$ cat config.mk
export PLATFORM = sky130hd
export DESIGN_NAME = fifo_rd_governor
export DESIGN_NICKNAME = d
export VERILOG_FILES = /design/src/rtl/frg_pkg.sv /design/src/rtl/frg_history.sv /design/src/rtl/frg_burst_ctr.sv /design/src/rtl/frg_out_stage.sv /design/src/rtl/fifo_rd_governor.sv
export SDC_FILE = /design/constraint.sdc
export NUM_CORES = 1
export LEC_CHECK = 0
export ABC_AREA = 1
export BUFFER_PORTS_ARGS = -buffer_cell sky130_fd_sc_hd__buf_2
export CAP_MARGIN = 10
export CORE_MARGIN = 1.5
export CORE_UTILIZATION = 30
export CTS_CLUSTER_DIAMETER = 60
export CTS_CLUSTER_SIZE = 14
export DETAILED_ROUTE_END_ITERATION = 10
export PLACE_DENSITY = 0.61
export SLEW_MARGIN = 0
export SYNTH_ARGS = -nofsm -noshare
export SYNTH_HDL_FRONTEND = slang
export SYNTH_SLANG_ARGS = --single-unit
export TNS_END_PERCENT = 100
$ cat constraint.sdc
create_clock -name clk -period 3.73 [get_ports clk]
set_input_delay 0 -clock clk [delete_from_list [all_inputs] [get_ports clk]]
set_output_delay 0 -clock clk [all_outputs]
set_load 0.01 [all_outputs]
$ cat src/rtl/frg_pkg.sv
package frg_pkg;
    localparam int BYTE_W = 8;

    // registered output stage contents
    typedef struct packed {
        logic              vld;
        logic [BYTE_W-1:0] dat;
    } frg_out_t;

    // per-cycle read decision terms
    typedef struct packed {
        logic lvl_full;   // level at or above threshold
        logic lvl_some;   // level non-zero
        logic allow;      // all gates open
        logic pop;
    } frg_dec_t;
endpackage

$ cat src/rtl/frg_history.sv
module frg_history #(
    parameter int HIST_W = 1
) (
    input  logic clk,
    input  logic rst,
    input  logic pop_i,
    output logic recent_o
);
    logic [HIST_W-1:0] hist_d, hist_q;

    generate
        if (HIST_W == 1) begin : g_single
            always_comb hist_d = pop_i;
        end else begin : g_shift
            always_comb hist_d = {hist_q[HIST_W-2:0], pop_i};
        end
    endgenerate

    always_ff @(posedge clk) begin
        if (rst) hist_q <= '0;
        else     hist_q <= hist_d;
    end

    assign recent_o = |hist_q;
endmodule

$ cat src/rtl/frg_burst_ctr.sv
module frg_burst_ctr #(
    parameter int BURST_MAX = 1024
) (
    input  logic clk,
    input  logic rst,
    input  logic ready_i,
    input  logic pop_i,
    output logic done_o
);
    localparam int CNT_W = $clog2(BURST_MAX + 1);

    logic [CNT_W-1:0] cnt_d, cnt_q;

    always_comb begin
        if (!ready_i) cnt_d = '0;
        else          cnt_d = cnt_q + CNT_W'(pop_i);
    end

    always_ff @(posedge clk) begin
        if (rst) cnt_q <= '0;
        else     cnt_q <= cnt_d;
    end

    assign done_o = (cnt_q >= CNT_W'(BURST_MAX));
endmodule

$ cat src/rtl/frg_out_stage.sv
module frg_out_stage
    import frg_pkg::*;
(
    input  logic              clk,
    input  logic              rst,
    input  logic              pop_i,
    input  logic [BYTE_W-1:0] data_i,
    output logic              valid_o,
    output logic [BYTE_W-1:0] data_o
);
    frg_out_t out_d, out_q;

    always_comb begin
        out_d     = out_q;
        out_d.vld = pop_i;
        if (pop_i) out_d.dat = data_i;
    end

    always_ff @(posedge clk) begin
        if (rst) out_q <= '0;
        else     out_q <= out_d;
    end

    assign valid_o = out_q.vld;
    assign data_o  = out_q.dat;
endmodule

$ cat src/rtl/fifo_rd_governor.sv
module fifo_rd_governor
    import frg_pkg::*;
#(
    parameter int THRESH    = 2,
    parameter int LVL_W     = 12,
    parameter int BURST_MAX = 1024
) (
    input  logic              clk,
    input  logic              rst,
    input  logic              ds_ready,
    input  logic [LVL_W-1:0]  fifo_level,
    input  logic [BYTE_W-1:0] fifo_data,
    output logic              fifo_pop,
    output logic              out_valid,
    output logic [BYTE_W-1:0] out_data
);
    localparam int HIST_W = THRESH - 1;

    logic     recent;
    logic     burst_done;
    frg_dec_t dec;

    // R2/R3/R4/R5/R6 decision: trust the stale level only as far as
    // the recent pop history allows
    always_comb begin
        dec          = '0;
        dec.lvl_full = (fifo_level >= LVL_W'(THRESH));
        dec.lvl_some = (fifo_level != '0);
        dec.allow    = !rst && ds_ready && !burst_done;
        dec.pop      = dec.allow && (dec.lvl_full || (dec.lvl_some && !recent));
    end

    assign fifo_pop = dec.pop;

    frg_history #(.HIST_W(HIST_W)) u_hist (
        .clk      (clk),
        .rst      (rst),
        .pop_i    (dec.pop),
        .recent_o (recent)
    );

    frg_burst_ctr #(.BURST_MAX(BURST_MAX)) u_burst (
        .clk     (clk),
        .rst     (rst),
        .ready_i (ds_ready),
        .pop_i   (dec.pop),
        .done_o  (burst_done)
    );

    frg_out_stage u_out (
        .clk     (clk),
        .rst     (rst),
        .pop_i   (dec.pop),
        .data_i  (fifo_data),
        .valid_o (out_valid),
        .data_o  (out_data)
    );
endmodule

==> impl_results.rst <==
.. list-table::
   :header-rows: 1

   * - Metric
     - Value
   * - Multiplexer area fraction after synthesis
     - 0%
   * - Area fraction in and, or, nand and nor cells after synthesis
     - about 33%
   * - # fillers
     - around 300
   * - Buffers inserted during post-CTS setup optimization
     - 0
   * - Number of distinct standard cells referenced by the synthesized netlist
     - 20
   * - Most common library cell in the layout ignoring fill and taps
     - buf_2
   * - Post-synthesis xor/xnor area fraction
     - 0%
   * - Top post-synthesis cells by area
     - dfxtp_1 42%, nor2_1 9.5%, nand2_1 9.1%
   * - Area used by multi-input combinational logic
     - between 400 and 500 um^2
   * - Die outline width
     - roughly 59 um
   * - Required time of the worst setup path
     - approximately 4 ns
   * - IR Drop Worst-Case VDD
     - roughly 0.16 mV
   * - Standby leakage power
     - between 0.6 and 0.7 nW
   * - Area of all sequential standard cells
     - 400 um^2
   * - Cell area after layout
     - around 1200 um^2
   * - Fin crit period
     - between 2 and 2.5 ns
   * - Die extent in y
     - 59.1 um
   * - Count of port buffers added during placement
     - 32
   * - Complex-gate fraction of the synthesized area
     - ~12%
   * - Vias in the first global route
     - 806
   * - Number of ports placed on the die boundary
     - 33
   * - Final period util
     - 57.4%
   * - Core Footprint
     - slightly above 3000 um^2
   * - Final setup TNS
     - 0 ns
   * - Initial antenna violation count
     - 0
   * - Synthesized instance count
     - 130
   * - Fin nets
     - roughly 200
   * - Worst setup startpoint
     - rst
   * - Clk root buf
     - clkbuf_4
   * - Floorplan row count
     - 20
   * - Kind of path behind the tightest hold check
     - in2reg
   * - Synth Area in Adders
     - under 10%
   * - Total wirelength of the detailed-routed design
     - around 1800 um
   * - Clock Latency Late Sink
     - 0.30 ns
   * - Fraction of the yosys area taken by sequential cells
     - a little over two fifths
   * - Maximum clock frequency
     - ~470 MHz
   * - Maximum number of pins on one net before global-route repair
     - 19
   * - Initial core utilization
     - 31.2%
   * - RSZ-0062 raised after global routing
     - false
   * - Launching point of the worst reg2reg path
     - u_burst.cnt_q[10]$_SDFF_PP0_
   * - Placer congestion estimate
     - between 0.7 and 0.8
   * - Via density per instance
     - about 4.1
   * - Area fraction of the dominant cell type after synthesis
     - a little over two fifths
   * - Count of nets left with antenna violations after detail routing
     - 0
   * - Clk_skew
     - between 0.003 and 0.004 ns
   * - Worst-margin pin slew
     - ~0.22 ns
   * - Critical-path cell list
     - dlygate4sd3_1 -> buf_2 -> inv_2 -> nand2_4 -> nor2_8 -> a21boi_0 -> ha_1 -> ha_1 -> nand2_1 -> nor2_2 -> nand4_1 -> nand2_1 -> nand2_1 -> nor2_1
   * - CTS H-Tree Depth
     - 1
   * - Largest area contributor in the synthesized netlist
     - dfxtp_1
   * - DRT Pass-1 Iters
     - 4
   * - Critical Path Slowest Stage Cell
     - dlygate4sd3_1
   * - Outcome
     - completed
   * - Worst Hold Launch
     - fifo_data[6]
   * - Cell area after synthesis
     - between 900 and 1000 um^2
   * - Antenna cell count
     - 0
   * - Critical-path maximum fanout
     - 18
   * - Layout cells sized above 1
     - about a quarter
   * - Combinational family with the most area after synthesis
     - simple AND/OR/NAND/NOR gates
   * - Buffer levels on the longest clock path
     - 2
   * - Quantity of gates resized following cts
     - 0
   * - Area of the die
     - 3490 um^2
   * - Clock input transition at the sequential cells of the worst setup and hold paths
     - between 0.1 and 0.15 ns
   * - Routed via count
     - approximately 900
   * - Kind of end point of the critical path
     - flip-flop
   * - Yosys warning count
     - 0
   * - Clk sink count
     - 20
   * - Post-detailed-route DRC marker count
     - 0
   * - Hpwl dp
     - 1330 um
   * - Per-cell routed wire length
     - between 8 and 9 um
   * - Cell type with the highest occurrence count on the critical path
     - nand2_1
   * - Number of setup violations in the final report
     - 0
   * - Synth-to-layout area growth
     - 30.6%
   * - Relative max-transition margin
     - between 80 and 90%
   * - Pwr/cell area
     - around 330 nW/um^2
   * - Final hold viol count
     - 0
   * - Crit path arrival time
     - approximately 2.4 ns
   * - Total count of max-transition violations in the final report
     - 0
   * - Nets in the synthesized netlist
     - 155
   * - Overall Global Routing Usage
     - about an eighth
   * - Total congestion overflow after global routing
     - 0
   * - Number of violations reported at the end of detailed-routing iteration 0
     - 54
   * - Wire length of the first global-routing pass
     - roughly 3100 um
   * - TritonCTS clock tree
     - built
   * - Average size of a mapped cell
     - slightly above 7 um^2
   * - Critical Path Source Type
     - input port
   * - Delay of the slowest cell on the worst path
     - approximately 0.53 ns
   * - Instance area after placement
     - between 1000 and 1500 um^2
   * - # Max-Cap Violations
     - 0
   * - WS Path Type
     - in2reg
   * - Number of storage elements in the synthesis netlist
     - 20
   * - Total clock buffers created by CTS
     - 3
   * - Commonest cells after routing, fill and taps aside
     - 32 x buf_2, 24 x nor2_1, 23 x nand2_1
worst max-delay path: cells and delay by family:
kind / cells / cell delay (ns)
AND/OR/NAND/NOR: 8 / 0.92
buffers and inverters: 3 / 0.78
adder cells (fa/ha/maj): 2 / 0.40
AO/OA/AOI/OAI: 1 / 0.26
final timing paths:
path                                                     end  slack (ns)  depth (start not counted)
worst max-delay path            u_burst.cnt_q[10]$_SDFF_PP0_        1.59                         14
worst min register to register   u_burst.cnt_q[4]$_SDFF_PP0_        0.46                          2
worst min-delay path            u_out.data_o[6]$_SDFFE_PP0P_        0.01                          5
worst max register to register  u_burst.cnt_q[10]$_SDFF_PP0_        1.81                         10
registers in the layout, summed over array words and instances (netlist names):
signal and count:
u_out.data_o 8, u_out.valid_o 1, u_burst.cnt_q 11
area by class of cell:
class                   instances  area share [%]
repair buffers                 38            17.8
flip-flops and latches         20            32.5
well taps                      44            4.46
multi-input cells              89            36.5
clock buffers                   4            2.94
inverters                      19            5.78
metrics by stage:
step	std cells	power (W)	hold slack (ns)	utilization (%)	setup WS (ns)
2_1_floorplan	130	0.000257	0.187	-	1.72
3_5_place_dp	204	0.000277	0.320	37.6	1.79
6_report	214	0.000402	0.0119	40.7	1.59
5_1_grt	214	0.000428	0.0142	40.7	1.25
3_3_place_gp	204	0.000276	0.317	37.6	1.87
4_1_cts	214	0.000412	0.00186	40.7	1.57
power by group:
group / leakage [nW] / switching (W) / total [W] / internal, W
clock: 0.0210 / 0.0000660 / 0.000126 / 0.0000596
combinational: 0.422 / 0.0000262 / 0.0000534 / 0.0000271
sequential: 0.163 / 0.00000312 / 0.000223 / 0.000220
synthesized netlist by cell type:
master	n
o21bai_1	1
a21boi_0	2
buf_6	2
inv_2	1
a21oi_1	14
nor3_1	1
nand3_1	10
dfxtp_1	20
nand2_4	2
nor2_4	1
inv_1	18
nor2_1	24
nand4_1	1
or2_2	1
nand2_1	23
ha_1	2
o21ai_0	3
a211oi_1	1
nor2_2	2
nor2_8	1
metal layers:
layer  wire length, um  global-route usage, %
met5                 0                      0
met4                 4                   2.92
met1               837                   11.8
met3               107                   4.59
met2               816                   22.2
logic make-up (layout without fill, tap and decap cells):
family | after synthesis | after routing
AO/OA/AOI/OAI | 21 | 21
buffers and inverters | 21 | 61
AND/OR/NAND/NOR | 66 | 66
flip-flops | 20 | 20
adder cells (fa/ha/maj) | 2 | 2
timing repair:
action | in CTS | in global routing
hold buffers | 6 | 0
setup endpoints to repair | 0 | 0
endpoints found under the hold margin | 8 | 0
(Power assumes the default switching activity.)
